--- src/rtl/sseq_pkg.sv ---
package sseq_pkg;
  localparam int CHW = 4;
  localparam logic [31:0] READING_BAD = 32'h8000_0000;

  typedef enum logic [1:0] {
    ST_IDLE,
    ST_SEL,
    ST_WAIT
  } seq_state_e;

  typedef struct packed {
    logic            sop;
    logic            eop;
    logic [CHW-1:0]  chan;
    logic [31:0]     data;
  } beat_t;
endpackage

--- src/rtl/sseq_pick.sv ---
// Lowest-set-bit selector: index of the next channel and the mask left after it.
module sseq_pick #(
  parameter int N  = 9,
  localparam int IW = (N > 1) ? $clog2(N) : 1
) (
  input  logic [N-1:0]  mask,
  output logic [IW-1:0] idx,
  output logic [N-1:0]  rest
);
  always_comb begin
    idx = '0;
    for (int i = N - 1; i >= 0; i--) begin
      if (mask[i]) idx = IW'(i);
    end
  end

  // Clearing the lowest set bit: x & (x - 1)
  assign rest = mask & (mask - N'(1));
endmodule

--- src/rtl/sseq_port.sv ---
// Drives one request at a time and resolves it by acknowledge or timeout.
module sseq_port #(
  parameter int N       = 9,
  parameter int DW      = 32,
  parameter int TIMEOUT = 64,
  localparam int IW = (N > 1) ? $clog2(N) : 1,
  localparam int TW = $clog2(TIMEOUT + 1)
) (
  input  logic          clk,
  input  logic          rst,
  input  logic          start,
  input  logic [IW-1:0] chan,
  input  logic [N-1:0]  sns_ack,
  input  logic [N*DW-1:0] sns_data,
  output logic [N-1:0]  sns_req,
  output logic          done,
  output logic [DW-1:0] done_data
);
  import sseq_pkg::*;

  logic          active_q;
  logic [IW-1:0] chan_q;
  logic [TW-1:0] cnt_q;
  logic          hit;
  logic          expired;

  assign hit     = active_q && sns_ack[chan_q];
  assign expired = active_q && !hit && (cnt_q == TW'(TIMEOUT - 1));
  assign done    = hit || expired;
  assign done_data = hit ? sns_data[chan_q*DW +: DW] : DW'(READING_BAD);

  always_comb begin
    for (int i = 0; i < N; i++) begin
      sns_req[i] = active_q && (chan_q == IW'(i));
    end
  end

  always_ff @(posedge clk) begin
    if (rst) begin
      active_q <= 1'b0;
      chan_q   <= '0;
      cnt_q    <= '0;
    end else if (start) begin
      active_q <= 1'b1;
      chan_q   <= chan;
      cnt_q    <= '0;
    end else if (done) begin
      active_q <= 1'b0;
    end else if (active_q) begin
      cnt_q <= cnt_q + TW'(1);
    end
  end
endmodule

--- src/rtl/sseq_frame.sv ---
// Output register stage for response beats; markers only live with valid.
module sseq_frame #(
  parameter int DW = 32
) (
  input  logic           clk,
  input  logic           rst,
  input  logic           fire,
  input  sseq_pkg::beat_t beat,
  output logic           rsp_valid,
  output logic           rsp_sop,
  output logic           rsp_eop,
  output logic [3:0]     rsp_chan,
  output logic [DW-1:0]  rsp_data
);
  always_ff @(posedge clk) begin
    if (rst) begin
      rsp_valid <= 1'b0;
      rsp_sop   <= 1'b0;
      rsp_eop   <= 1'b0;
      rsp_chan  <= '0;
      rsp_data  <= '0;
    end else begin
      rsp_valid <= fire;
      rsp_sop   <= fire && beat.sop;
      rsp_eop   <= fire && beat.eop;
      if (fire) begin
        rsp_chan <= beat.chan;
        rsp_data <= DW'(beat.data);
      end
    end
  end
endmodule

--- src/rtl/sensor_seq.sv ---
module sensor_seq #(
  parameter int N       = 9,
  parameter int DW      = 32,
  parameter int TIMEOUT = 64,
  parameter logic [N-1:0] IMPL_MASK = '1
) (
  input  logic            clk,
  input  logic            rst,
  input  logic            cmd_valid,
  output logic            cmd_ready,
  input  logic [N-1:0]    cmd_data,
  output logic [N-1:0]    sns_req,
  input  logic [N-1:0]    sns_ack,
  input  logic [N*DW-1:0] sns_data,
  output logic            rsp_valid,
  output logic            rsp_sop,
  output logic            rsp_eop,
  output logic [3:0]      rsp_chan,
  output logic [DW-1:0]   rsp_data
);
  import sseq_pkg::*;
  localparam int IW = (N > 1) ? $clog2(N) : 1;

  seq_state_e    state_q;
  logic [N-1:0]  pend_q;
  logic          first_q;
  logic [IW-1:0] idx;
  logic [N-1:0]  rest;
  logic          accept;
  logic          empty_cmd;
  logic          impl_hit;
  logic          start;
  logic          fire;
  logic          port_done;
  logic [DW-1:0] port_data;
  beat_t         beat;

  assign cmd_ready = (state_q == ST_IDLE);
  assign accept    = cmd_valid && cmd_ready;
  assign empty_cmd = (cmd_data == '0);
  assign impl_hit  = IMPL_MASK[idx];

  sseq_pick #(.N(N)) u_pick (
    .mask (pend_q),
    .idx  (idx),
    .rest (rest)
  );

  sseq_port #(.N(N), .DW(DW), .TIMEOUT(TIMEOUT)) u_port (
    .clk       (clk),
    .rst       (rst),
    .start     (start),
    .chan      (idx),
    .sns_ack   (sns_ack),
    .sns_data  (sns_data),
    .sns_req   (sns_req),
    .done      (port_done),
    .done_data (port_data)
  );

  always_comb begin
    fire      = 1'b0;
    start     = 1'b0;
    beat.sop  = first_q;
    beat.eop  = (rest == '0);
    beat.chan = CHW'(idx);
    beat.data = READING_BAD;
    unique case (state_q)
      ST_IDLE: begin
        if (accept && empty_cmd) begin
          fire      = 1'b1;
          beat.sop  = 1'b1;
          beat.eop  = 1'b1;
          beat.chan = '0;
        end
      end
      ST_SEL: begin
        if (impl_hit) start = 1'b1;
        else          fire  = 1'b1;
      end
      ST_WAIT: begin
        if (port_done) begin
          fire      = 1'b1;
          beat.data = 32'(port_data);
        end
      end
      default: ;
    endcase
  end

  always_ff @(posedge clk) begin
    if (rst) begin
      state_q <= ST_IDLE;
      pend_q  <= '0;
      first_q <= 1'b0;
    end else begin
      unique case (state_q)
        ST_IDLE: begin
          if (accept && !empty_cmd) begin
            pend_q  <= cmd_data;
            first_q <= 1'b1;
            state_q <= ST_SEL;
          end
        end
        ST_SEL, ST_WAIT: begin
          if (start) begin
            state_q <= ST_WAIT;
          end else if (fire) begin
            pend_q  <= rest;
            first_q <= 1'b0;
            state_q <= (rest == '0) ? ST_IDLE : ST_SEL;
          end
        end
        default: state_q <= ST_IDLE;
      endcase
    end
  end

  sseq_frame #(.DW(DW)) u_frame (
    .clk       (clk),
    .rst       (rst),
    .fire      (fire),
    .beat      (beat),
    .rsp_valid (rsp_valid),
    .rsp_sop   (rsp_sop),
    .rsp_eop   (rsp_eop),
    .rsp_chan  (rsp_chan),
    .rsp_data  (rsp_data)
  );
endmodule

--- config.mk ---
export PLATFORM = sky130hd
export DESIGN_NAME = sensor_seq
export DESIGN_NICKNAME = d
export VERILOG_FILES = /design/src/rtl/sseq_pkg.sv /design/src/rtl/sseq_pick.sv /design/src/rtl/sseq_port.sv /design/src/rtl/sseq_frame.sv /design/src/rtl/sensor_seq.sv
export SDC_FILE = /design/constraint.sdc
export NUM_CORES = 1
export LEC_CHECK = 0
export BUFFER_PORTS_ARGS = -buffer_cell sky130_fd_sc_hd__buf_2
export CORE_AREA = 2 2 141 143
export DETAILED_ROUTE_END_ITERATION = 6
export DIE_AREA = 0 0 143 145
export PLACE_DENSITY_LB_ADDON = 0.08
export SYNTH_ARGS = -nofsm -noshare
export SYNTH_HDL_FRONTEND = slang
export SYNTH_SLANG_ARGS = --single-unit
--- constraint.sdc ---
create_clock -name clk -period 3.5 [get_ports clk]
set_input_delay 0.525 -clock clk [delete_from_list [all_inputs] [get_ports clk]]
set_output_delay 0.525 -clock clk [all_outputs]
set_load 0.02 [all_outputs]
==> qor.yml, run 1 <==
drt_iter0_markers: 314
outcome: "finished clean"
whs_path_depth: 2
wire_per_inst_um: 19.9
syn_to_final_growth_pct: 45.7
final_util_pct: 37.9
start_util_pct: 26.0
htree_num_levels: 3
path_max_fanout: 20
ios: 358
synthTopCellsByArea: "mux4_2, dfxtp_1, a22oi_1"
powerDensity_mw_per_mm2: 498
clkSinkCount: 63
drive_above_1_share_pct: 54.3
dieHeight_um: 145
cts_resized: 0
synth_edf_count: 0
vdd_drop_max_mv: 0.261
power_uw: 3620
port_buffers: 357
final_cells: 1122
synth_top_area_share_pct: 29.3
crit_type: "reg -> reg"
hold_start: "first_q$_SDFFE_PP0P_"
dr.pass1.iters: 5
max_freq_mhz: 389
dieArea_mm2: 0.0207
slew_headroom_pct: 22.1
startpoint: "state_q[1]$_SDFFE_PP0P_"
place.gp.congestion: 0.852
layout_common_cells: "buf_2, mux4_2, a22oi_1"
rr_worst_depth: 8
dpl.cell_count: 1105
antenna_found_initial: 6
critPathLaunchType: "flip-flop"
drc: 0
worstSkewPairLatency_ns: 0.33
synth_cells: 522
drtAntennaViolNets: 0
cts_tree: "built"
cts_max_path_buffers: 2
skew_ns: 0.00470
final_common_cell: "buf_2"
grt_pass1_vias: 6054
track_usage_pct: 21.2
rows: 51
clkSlewWorstSetupHoldPaths_ns: 0.05
ys_ff_latch: 63
clock_tree.root_cell: "clkbuf_16"
arrival_ns: 2.75
tightest_slew_ns: 1.17
hpwl_mm: 18.5
cts_hold_buf: 0
fin_crit_sh_pct: 73.5
yosys_most_used_dff: "dfxtp_1"
hold_viol: 0
cp-end-kind: "flip-flop"
fin_crit_ns: 2.57
core-area_mm2: 0.0192
avgSynthCellArea_um2: 9.56
yosys_warnings: 0
cts_buffers: 9
synth_area_leader_cell: "mux4_2"
route.vias.total: 5723
ys_types: 50
maxCapViolCount: 0
rrSetupSlack_ns: 0.93
fin_setup_tns_ns: 0
grt_max_degree: 73
gr-total-overflow: 0
post_cts_buffers: 0
async_flop_share_pct: 0
wl_mm: 22.3
layout.nets: 1166
netlist_area_mm2: 0.00499
p_leak_uw: 0.00314
die_w_um: 143
final-setup-viol-count: 0
rsz0062_at_grt: "no"
syn_nets: 837
critical_path_required_ns: 3.68
r2r_start: "state_q[1]$_SDFFE_PP0P_"
vias_per_cell: 5.10
grt_pass1_wl_mm: 34.4
drv_slew: 0
synth-seq-area-share_pct: 25.3
hold_path_class: "reg -> reg"
-- per-stage QoR --
stage	hold WS (ns)	setup WS [ns]	cell area, µm²
after floorplan	0.426	1.26	4990
after global placement	0.462	0.995	6990
after detailed placement	0.456	0.937	6990
after CTS	0.468	0.917	7270
after global routing	0.490	0.718	7270
final	0.465	0.928	7270
-- worst paths after layout --
path                                      endpoint
setup / recovery  u_frame.rsp_data[0]$_SDFFE_PP0P_
hold / removal          u_frame.rsp_sop$_SDFF_PP0_
hold reg to reg         u_frame.rsp_sop$_SDFF_PP0_
setup reg to reg  u_frame.rsp_data[0]$_SDFFE_PP0P_
-- area by class of cell --
class | instances | area [µm²]
timing repair buffer | 367 | 1860
fill | 2070 | 11900
tap | 265 | 332
antenna | 2 | 5.00
inverter | 12 | 45.0
multi-input combinational | 398 | 3480
sequential | 63 | 1270
clock buffer | 15 | 278
-- cells in the mapped netlist (11+ instances only) --
master	instances
dfxtp_1	63
clkbuf_1	33
a21oi_1	17
mux4_2	65
inv_1	11
nand2_1	50
nand3_1	12
o21ai_0	37
nor3_1	12
a22oi_1	63
nor2_1	56
buf_2	11
-- flip-flops by register name, indices dropped and copies added, names as in the netlist, 2 cells and up --
name and flops:
u_frame.rsp_data 32, pend_q 9, u_port.cnt_q 7, u_frame.rsp_chan 4, u_port.chan_q 4, state_q 2
-- cells by family after synthesis --
family	Yosys count	synth area share [%]
flops	63	25.3
xor+xnor	5	0.877
fa+ha+maj	7	1.70
mux	74	31.3
buf+inv	61	5.46
compound gates	147	20.1
simple gates	165	15.3
-- where the power goes --
| group | switching [µW] | leakage [µW] | internal [µW] |
|---|---|---|---|
| Combinational | 990 | 0.00249 | 886 |
| Clock | 309 | 0.000136 | 534 |
| Sequential | 106 | 0.000512 | 795 |
-- worst max-delay path, cell delays in order (launching register included) --
cell,delay (ns)
dfxtp_1,0.34
inv_1,0.12
ha_1,0.24
nor4b_1,0.35
nand4_1,0.36
and3_2,0.47
buf_4,0.26
a22oi_1,0.22
nor2_1,0.07
-- routing by layer --
layer	part of all wire [%]	vias to the layer above	track usage [%]
met5	0.054	-	0
met4	2.8	2	6.49
met3	6.6	43	5.51
met2	50	225	35.6
met1	41	2764	26.6
li1	-	2689	-
No activity file was read; power rests on OpenSTA's default activity.
==> run 2, diff against run 1 <==
--- a/config.mk
+++ b/config.mk
@@ -6,9 +6,9 @@
 export NUM_CORES = 1
 export LEC_CHECK = 0
 export BUFFER_PORTS_ARGS = -buffer_cell sky130_fd_sc_hd__buf_2
-export CORE_AREA = 2 2 141 143
+export CORE_AREA = 2 2 140 142
 export DETAILED_ROUTE_END_ITERATION = 6
-export DIE_AREA = 0 0 143 145
+export DIE_AREA = 0 0 142 144
 export PLACE_DENSITY_LB_ADDON = 0.08
 export SYNTH_ARGS = -nofsm -noshare
 export SYNTH_HDL_FRONTEND = slang
==> constraint.sdc (replaced) <==
create_clock -name clk -period 2.2 [get_ports clk]
set_input_delay 0.33 -clock clk [delete_from_list [all_inputs] [get_ports clk]]
set_output_delay 0.33 -clock clk [all_outputs]
set_load 0.02 [all_outputs]
==> run 2 against run 1 <==
Against the previous run: final cell count grew 0.45%; largest cell class unchanged; wire length grew 5.5%; core utilization grew 2.0 points; hold slack lost 0.16 ns; sequential power grew 53%; register-to-register slack lost 0.83 ns; clock-buffer cell count shrank 5; setup slack lost 0.84 ns; sequential share of layout area shrank 0.75 points; first-iteration DRC count grew 18%.
==> qor.yml, run 2 (synthesis gave the netlist of run 1 again) <==
tightest_slew_ns: 0.715
clkSlewWorstSetupHoldPaths_ns: 0.06
whs_path_depth: 3
rsz0062_at_grt: "yes"
dpl_cell_area_mm2: 0.00723
crit_type: "reg -> out"
maxCapViolCount: 0
gr-usage-met2_pct: 38.3
dp_slack_ns: -0.0912
met3_usage_pct: 4.24
r2r-end: "u_port.cnt_q[5]$_SDFFE_PP0P_"
final_cells: 1127
power_uw: 6240
worstHoldEndpoint: "pend_q[4]$_SDFFE_PP0P_"
p_leak_uw: 0.00333
rrSetupSlack_ns: 0.10
arrival_ns: 1.78
clkSinkCount: 63
start_util_pct: 26.2
drt_iter0_markers: 371
path_max_fanout: 33
port_buffers: 357
seqCellArea_mm2: 0.00127
drc: 0
fin_setup_tns_ns: 0
dr.pass1.iters: 6
gr-total-overflow: 0
dieArea_mm2: 0.0204
rr_worst_depth: 7
worstSkewPairLatency_ns: 0.34
r2r_start: "u_port.chan_q[1]$_SDFFE_PP0P_"
dieHeight_um: 144
cts_tree: "built"
top_regs: "u_frame.rsp_data: 32 flops, pend_q: 9 flops, u_port.cnt_q: 7 flops"
antenna_found_initial: 8
core-area_mm2: 0.0191
layout_common_cells: "buf_2, mux4_2, a22oi_1"
vdd_drop_max_mv: 0.341
powerDensity_mw_per_mm2: 821
fillCellCount: 1996
max_freq_mhz: 473
critical_path_required_ns: 1.87
final_common_cell: "buf_2"
rows: 51
track_usage_pct: 22.4
drtAntennaViolNets: 0
outcome: "finished clean"
cts_buffers: 9
drive_above_1_share_pct: 56.4
post_cts_buffers: 0
regMostFlops: "u_frame.rsp_data"
skew_ns: 0.00684
ios: 358
grt_pass1_vias: 6115
hold_viol: 0
use_met1_pct: 29.1
route.vias.total: 5888
htree_num_levels: 3
clock_tree.root_cell: "clkbuf_16"
fin_ws_ns: 0.0863
dpl.cell_count: 1107
grt_pass1_wl_mm: 34.9
hpwl_mm: 19.0
hold_path_class: "in -> reg"
grt_max_degree: 54
vias_per_cell: 5.22
die_w_um: 142
largest_register_ffs: 32
busiest_layer: "met2"
wl_mm: 23.6
cts_hold_buf: 0
place.gp.congestion: 0.888
cts_max_path_buffers: 2
wire_per_inst_um: 20.9
syn_to_final_growth_pct: 52.3
fin_crit_ns: 2.11
critPathLaunchType: "flip-flop"
fin_crit_sh_pct: 96.1
drv_slew: 0
cp-end-kind: "output port"
final-setup-viol-count: 0
hold_start: "cmd_data[4]"
slew_headroom_pct: 52.3
final_area_mm2: 0.00760
multi_input_area_mm2: 0.00350
layout.nets: 1196
==> run 2: area by class of cell <==
class / instances / area share, %
multi-input cells: 398 / 46.1
repair buffers: 397 / 28.8
flip-flops and latches: 63 / 16.7
well taps: 238 / 3.92
clock buffers: 10 / 3.01
clock inverters: 6 / 0.807
inverters: 12 / 0.593
diodes: 3 / 0.0988
==> run 2: worst max path at each step <==
stage | start | endpoint | slack [ns] | depth (start not counted)
finish | u_port.chan_q[0]$_SDFFE_PP0P_ | sns_req[8] | 0.09 | 5
global route | u_port.chan_q[0]$_SDFFE_PP0P_ | state_q[1]$_SDFFE_PP0P_ | -0.02 | 7
CTS | u_port.chan_q[0]$_SDFFE_PP0P_ | state_q[1]$_SDFFE_PP0P_ | 0.04 | 7
detailed placement | sns_ack[7] | state_q[1]$_SDFFE_PP0P_ | -0.09 | 8
global placement | sns_ack[7] | state_q[1]$_SDFFE_PP0P_ | -0.04 | 8
floorplan | state_q[1]$_SDFFE_PP0P_ | state_q[0]$_SDFFE_PP0P_ | 0.03 | 8
==> run 2: repair_timing <==
action / in CTS / in global routing
gates resized for setup: 2 / 9
cloned: 0 / 1
endpoints found under the hold margin: 0 / 0
endpoints found under the setup margin: 8 / 21
pin swaps: 0 / 1
==> run 2: critical path: stages, from the launching register on <==
cell	delay (ns)
dfxtp_4	0.35
buf_6	0.16
nor3b_4	0.22
buf_6	0.32
and3b_1	0.21
buf_2	0.17
==> run 2: through the flow <==
step                util, %  hold slack, ns
floorplan                 -           0.426
global placement       37.9           0.450
detailed placement     37.9           0.456
CTS                    39.4           0.296
global route           39.8           0.309
finish                 39.8           0.303
==> run 2: routing by layer <==
metal	up-vias	wire length (µm)
li1	2739	-
met1	2898	10000
met2	218	11700
met3	29	1440
met4	4	342
met5	-	27
==> run 2: power breakdown <==
part	switching [µW]	internal (µW)	total, µW
clock	554	873	1430
combinational	1780	1660	3440
sequential	112	1260	1380
total	2450	3800	6240
